### src/rtl/lut_cell_pkg.sv
package lut_cell_pkg;

    typedef enum logic [1:0] {
        MODE_COMB = 2'b00,
        MODE_REG  = 2'b01,
        MODE_DUAL = 2'b10,
        MODE_SPARE = 2'b11
    } cell_mode_e;

    typedef struct packed {
        logic q;
    } ff_state_t;

endpackage

### src/rtl/lut_cfg_chain.sv
module lut_cfg_chain #(
    parameter int N = 4
) (
    input  logic                clk,
    input  logic                rst_n,
    input  logic                cfg_en,
    input  logic                cfg_din,
    output logic [(1<<N)-1:0]   table_bits,
    output logic [1:0]          mode_bits
);
    localparam int ENTRIES = 1 << N;
    localparam int CHAIN   = ENTRIES + 2;

    typedef struct packed {
        logic [CHAIN-1:0] sr;
    } chain_state_t;

    chain_state_t st_d, st_q;

    always_comb begin
        st_d = st_q;
        if (cfg_en) begin
            st_d.sr = {st_q.sr[CHAIN-2:0], cfg_din};
        end
    end

    always_ff @(posedge clk or negedge rst_n) begin
        if (!rst_n) begin
            st_q <= '0;
        end else begin
            st_q <= st_d;
        end
    end

    // The first table bit shifted in ends up at the top of the chain.
    for (genvar a = 0; a < ENTRIES; a++) begin : g_map
        assign table_bits[a] = st_q.sr[CHAIN-1-a];
    end

    assign mode_bits = st_q.sr[1:0];
endmodule

### src/rtl/lut_read.sv
module lut_read #(
    parameter int N = 4
) (
    input  logic [(1<<N)-1:0] table_bits,
    input  logic [N-1:0]      addr,
    output logic              bit_out
);
    localparam int ENTRIES = 1 << N;

    // Binary mux tree, one level per address bit.
    logic [2*ENTRIES-2:0] node;

    for (genvar a = 0; a < ENTRIES; a++) begin : g_leaf
        assign node[ENTRIES-1+a] = table_bits[a];
    end

    for (genvar lvl = 0; lvl < N; lvl++) begin : g_lvl
        localparam int FIRST = (1 << lvl) - 1;
        localparam int COUNT = 1 << lvl;
        for (genvar k = 0; k < COUNT; k++) begin : g_node
            assign node[FIRST+k] = addr[N-1-lvl] ? node[2*(FIRST+k)+2]
                                                 : node[2*(FIRST+k)+1];
        end
    end

    assign bit_out = node[0];
endmodule

### src/rtl/lut_cell_ff.sv
module lut_cell_ff
    import lut_cell_pkg::*;
(
    input  logic clk,
    input  logic rst_n,
    input  logic hold_clear,
    input  logic ce,
    input  logic srst,
    input  logic d,
    output logic q
);
    ff_state_t st_d, st_q;

    always_comb begin
        st_d = st_q;
        if (hold_clear || srst) begin
            st_d.q = 1'b0;
        end else if (ce) begin
            st_d.q = d;
        end
    end

    always_ff @(posedge clk or negedge rst_n) begin
        if (!rst_n) begin
            st_q <= '0;
        end else begin
            st_q <= st_d;
        end
    end

    assign q = st_q.q;
endmodule

### src/rtl/lut_cell.sv
module lut_cell
    import lut_cell_pkg::*;
#(
    parameter int N = 4
) (
    input  logic         clk,
    input  logic         rst_n,
    input  logic         cfg_en,
    input  logic         cfg_din,
    input  logic         ce,
    input  logic         srst,
    input  logic [N-1:0] lin,
    output logic         y_main,
    output logic         y_reg
);
    localparam int ENTRIES = 1 << N;

    logic [ENTRIES-1:0] table_bits;
    logic [1:0]         mode_q;
    logic               lut_bit;
    logic               ff_q;

    initial begin
        if (N < 4 || N > 6) $error("lut_cell: N must be 4 to 6");
    end

    lut_cfg_chain #(.N(N)) u_chain (
        .clk        (clk),
        .rst_n      (rst_n),
        .cfg_en     (cfg_en),
        .cfg_din    (cfg_din),
        .table_bits (table_bits),
        .mode_bits  (mode_q)
    );

    lut_read #(.N(N)) u_read (
        .table_bits (table_bits),
        .addr       (lin),
        .bit_out    (lut_bit)
    );

    lut_cell_ff u_ff (
        .clk        (clk),
        .rst_n      (rst_n),
        .hold_clear (cfg_en),
        .ce         (ce),
        .srst       (srst),
        .d          (lut_bit),
        .q          (ff_q)
    );

    always_comb begin
        y_main = 1'b0;
        y_reg  = 1'b0;
        if (!cfg_en) begin
            unique case (cell_mode_e'(mode_q))
                MODE_REG:  y_main = ff_q;
                MODE_DUAL: begin
                    y_main = lut_bit;
                    y_reg  = ff_q;
                end
                default:   y_main = lut_bit;
            endcase
        end
    end
endmodule

### config.mk
export PLATFORM = sky130hd
export DESIGN_NAME = lut_cell
export DESIGN_NICKNAME = d
export VERILOG_FILES = /design/src/rtl/lut_cell_pkg.sv /design/src/rtl/lut_cfg_chain.sv /design/src/rtl/lut_read.sv /design/src/rtl/lut_cell_ff.sv /design/src/rtl/lut_cell.sv
export SDC_FILE = /design/constraint.sdc
export NUM_CORES = 1
export LEC_CHECK = 0
export ABC_AREA = 1
export BUFFER_PORTS_ARGS = -buffer_cell sky130_fd_sc_hd__clkbuf_2
export CAP_MARGIN = 40
export CELL_PAD_IN_SITES_DETAIL_PLACEMENT = 1
export CELL_PAD_IN_SITES_GLOBAL_PLACEMENT = 1
export CORE_MARGIN = 4
export CORE_UTILIZATION = 40
export CTS_CLUSTER_DIAMETER = 50
export DETAILED_ROUTE_END_ITERATION = 7
export PLACE_DENSITY = 0.74
export SYNTH_ARGS = -nofsm -noshare
export SYNTH_HDL_FRONTEND = slang
export SYNTH_SLANG_ARGS = --single-unit
### constraint.sdc
create_clock -name clk -period 1.55 [get_ports clk]
set_clock_uncertainty 0.2 [all_clocks]
set_input_delay 0.31 -clock clk [delete_from_list [all_inputs] [get_ports clk]]
set_output_delay 0.31 -clock clk [all_outputs]
set_load 0.01 [all_outputs]
* Word level (Yosys, flattened, before mapping)
Index checks and enable logic that the tools add are counted.
Word-level totals: word-level logic and storage cells 27, flip-flop bits (word level) 19, input bits 10, output and inout bits 2
Operators by class: reduce and logical (&&, ||, !) cells 2, equality and inequality tests 2, multiplexer cells 21
Operators with widths (number):
- two-way mux 1 bit | 21
- equality test 2 x 1 -> 1 bit (second input constant) | 1
- equality test 2 bit (second input constant) | 1
- nonzero test 2 bit | 1
- logical OR 1 bit | 1

* Logic depth before layout (Yosys ltp)
depth after elaboration 6, mapped depth 9, gate-level depth less buffers 8

* Cells and area by module
From an unflattened synthesis, not the netlist that was laid out.
Unflattened totals: cells, all modules 142, area, all modules 1079.8 µm²
Modules (own cells, without submodules):
- lut_cfg_chain | area an instance 757.0 µm², cells an instance 76, sequential area each 450.4 µm², instances 1
- lut_read | area an instance 230.2 µm², cells an instance 50, sequential area each 0.0 µm², instances 1
- lut_cell_ff | area an instance 50.0 µm², cells an instance 7, sequential area each 25.0 µm², instances 1
- lut_cell | area an instance 42.5 µm², cells an instance 9, sequential area each 0.0 µm², instances 1

* Least setup slack after synthesis
No wires, ideal clock.
path type register -> output, start point register u_chain.st_q[1] (netlist bit), end point output y_main, data arrival time 0.947 ns, required time 1.040 ns, path slack 0.093 ns, path buffers 0, stages on the path, launching flop included 6, cell sequence dfrtp_1 or2_2 o21ai_0 inv_1 nand2_1 inv_1
Between the ends: cells in the longest elaborated chain, start to end 3
Ends and longest elaborated chain:
- from (decl) | RTL line lut_cfg_chain.sv:18 | chain_state_t st_d, st_q;
- from (signal assigned) | RTL line lut_cfg_chain.sv:31 | st_q <= st_d;
- equality test 2 x 1 -> 1 bit | RTL line lut_cell.sv:56 | unique case (cell_mode_e'(mode_q))
- two-way mux 1 bit | RTL line lut_cell.sv:56
- two-way mux 1 bit | RTL line lut_cell.sv:55 | if (!cfg_en) begin
- to (decl) | RTL line lut_cell.sv:13 | output logic y_main,
Every way passes these cells.

* Worst setup path after layout
start point register u_chain.st_q[2] (netlist bit), end point output y_main
Between the ends: cells in the longest elaborated chain, start to end 6
Ends and longest elaborated chain:
- two-way mux 1 bit (4 in a row) | RTL line lut_read.sv:21 | assign node[FIRST+k] = addr[N-1-lvl] ? node[2*(FIRST+k)+2]
- two-way mux 1 bit | RTL line lut_cell.sv:56
- two-way mux 1 bit | RTL line lut_cell.sv:55
Every way passes these cells.

==> results.json <==
{
  "endpoint": "y_main",
  "grt_max_degree": 36,
  "via_count": 914,
  "violations": "negative setup slack",
  "worstSetupPathType": "flop to output port",
  "hold_viol": 0,
  "dieArea_sq_um": 3247,
  "cp-startpoint": "u_chain.st_q[2]",
  "dr.first_iter.drc_count": 16,
  "fin_area_sq_um": 1320,
  "setup_viol": 3,
  "via_per_inst": 4.967,
  "post-route-util": 0.5855,
  "maxCapViolations": 0,
  "switching_power_mw": 0.4246,
  "final_layout_size_suffix_gt1_frac": 0.4744,
  "synth.distinct_cells": 14,
  "clock-sinks": 19,
  "timing.rr.start": "u_chain.st_q[2]",
  "rrSetupSlack_ps": -350,
  "p_comb_frac": 0.299,
  "ys_top_cells_by_count": "nand2_1, inv_1, dfrtp_1, o21ai_0, nand3_1",
  "ant_nets": 0,
  "fmax_ghz": 0.5116,
  "finalCritPeriodShare": 1.261,
  "htree_levels": 1,
  "syn_to_final_growth_pct": 37.55,
  "internal-power_mw": 0.8327,
  "syn-cell-area_sq_um": 959.7,
  "worstMarginPinSlew_ps": 475.6,
  "overflow": 0,
  "gp_congestion": 0.8245,
  "clockRootBuffer": "clkbuf_4",
  "cts_tree": "yes",
  "first_pass_iters": 4,
  "clk_pin_slew_ps": 110,
  "grt_pass1_vias": 901,
  "holdCritPathClass": "primary input to flop",
  "syn_nets": 135,
  "grt_pass1_wl_um": 4195,
  "yosysMostFrequentCell": "nand2_1",
  "vdd_drop_max_uv": 695.8,
  "antenna_found_initial": 0,
  "required_ps": 1040,
  "clk_latency_ps": 310,
  "end_kind": "output port",
  "io_pins": 12,
  "ys_warn_count": 0,
  "die_h_um": 56.98,
  "rsz0062_at_grt": "true",
  "wl_per_cell_um": 16.61,
  "placed_cell_area_sq_um": 1065,
  "synth_top_area_share": 0.4954,
  "clock_path_buffers": 2,
  "synth-edff-count": 0,
  "grt.total_usage": 0.1703,
  "async_flop_share": 1.000,
  "core-area_sq_um": 2255,
  "cp_max_fo": 2,
  "slew_headroom": 0.6829,
  "cp-start-kind": "flop",
  "final_max_slew_viol_count": 0,
  "rows": 17,
  "power_density_nw_per_um2": 952.4,
  "die_w_um": 56.98,
  "synth-seq-cells": 19,
  "cts_buffers": 3,
  "p_leak_nw": 0.6819,
  "synth.largest_area_cell": "dfrtp_1",
  "avgSynthCellArea_sq_um": 7.677,
  "synth_cells": 125,
  "rr_worst_depth": 15,
  "fin_crit_ps": 1955,
  "post-place-ws_ps": -219.6,
  "nNetsFinal": 167,
  "antennaDiodeCount": 0,
  "dp_hpwl_um": 1597,
  "synth_area_leaders": "dfrtp_1, nand2_1, o21ai_0",
  "postLayoutSetupSlackWorst_ps": -404.7,
  "fin_tns_setup_ps": -824.3,
  "io_buffers": 11,
  "yosysSeqAreaShare": 0.4954,
  "r2r_end": "u_ff.q",
  "start_util": 0.4256,
  "drt_wl_total_um": 3056,
  "status": "finished, violations left",
  "seq_power_share": 0.488,
  "drc_errors": 0,
  "clkPwrFrac": 0.213,
  "arrival_ps": 1440,
  "ys.flop_type": "dfrtp_1",
  "switching_share": 0.3377,
  "power_mw": 1.257
}
==> cells in the final DEF, fill, tap and decap left out, drive strengths merged <==
master / instances
dfrtp: 19
dlygate4sd3: 1
nand3: 16
clkbuf: 13
o21ai: 19
inv: 25
buf: 22
nor3: 1
nand2: 37
or2: 1
nor2: 2
==> power by group through the flow <==
stage / sequential, mW / clock [mW] / combinational [mW]
floorplan: 0.602 / 0 / 0.154
global placement: 0.607 / 0 / 0.225
detailed placement: 0.611 / 0 / 0.233
CTS: 0.602 / 0.275 / 0.273
global route: 0.620 / 0.295 / 0.419
finish: 0.613 / 0.267 / 0.377
==> critical path, cell delays in order (launching register included) <==
cell and delay, ps:
dfrtp_1 410, inv_2 70, nand2_2 60, nand3_2 90, nand3_2 100, nand3_4 100, nand3_2 70, nand2_1 60
inv_1 40, buf_2 130
==> what timing repair did <==
item                                    4_1_cts  5_1_grt
hold buffers                                  1        0
endpoints found under the hold margin        19        0
endpoints found under the setup margin        2        3
pin swaps                                     7       11
buffers inserted                              5        9
resized for setup                            13       30
==> area by class of cell <==
| type | count | area (sq um) |
|---|---|---|
| Tap cell | 28 | 35.03 |
| Clock buffer | 4 | 26.28 |
| Sequential cell | 19 | 475.5 |
| Fill cell | 290 | 934.6 |
| Inverter | 25 | 98.84 |
| Timing Repair Buffer | 32 | 237.7 |
| Multi-Input combinational cell | 76 | 446.7 |
==> per-layer routing <==
metal,global-route usage,up-vias,wire length [um],share of wire
met5,0,-,0,0
met4,0.07947,0,75,0.025
met3,0.02036,7,77,0.025
met2,0.2806,13,1513,0.50
met1,0.2224,449,1390,0.45
li1,-,445,-,-
==> state kept, by name, indices dropped and copies added, names as in the netlist <==
| name | count |
|---|---|
| u_chain.st_q | 18 |
| u_ff.q | 1 |
==> cell families after synthesis <==
logic type	after synthesis	synth area share
DFF	19	0.4954
buffers and inverters	30	0.1343
and+or+nand+nor	57	0.2712
AOI/OAI and AO/OA	19	0.09909
==> through the flow <==
stage / cells / hold WS [ps]
after detailed placement: 165 / 94.50
after global placement: 165 / 85.99
after floorplan: 125 / -185.6
after global routing: 184 / 29.71
after CTS: 175 / 0.5397
final: 184 / 11.51
==> worst min-delay path by stage <==
stage / from / to / slack (ps) / depth (start not counted)
after floorplan: rst_n / u_chain.st_q[0] / -190 / 0
after global placement: rst_n / u_chain.st_q[16] / 90 / 1
after detailed placement: rst_n / u_chain.st_q[15] / 90 / 1
after CTS: cfg_din / u_chain.st_q[0] / 0.5 / 3
after global routing: srst / u_ff.q / 30 / 4
final: srst / u_ff.q / 10 / 4
(Power assumes the default switching activity.)
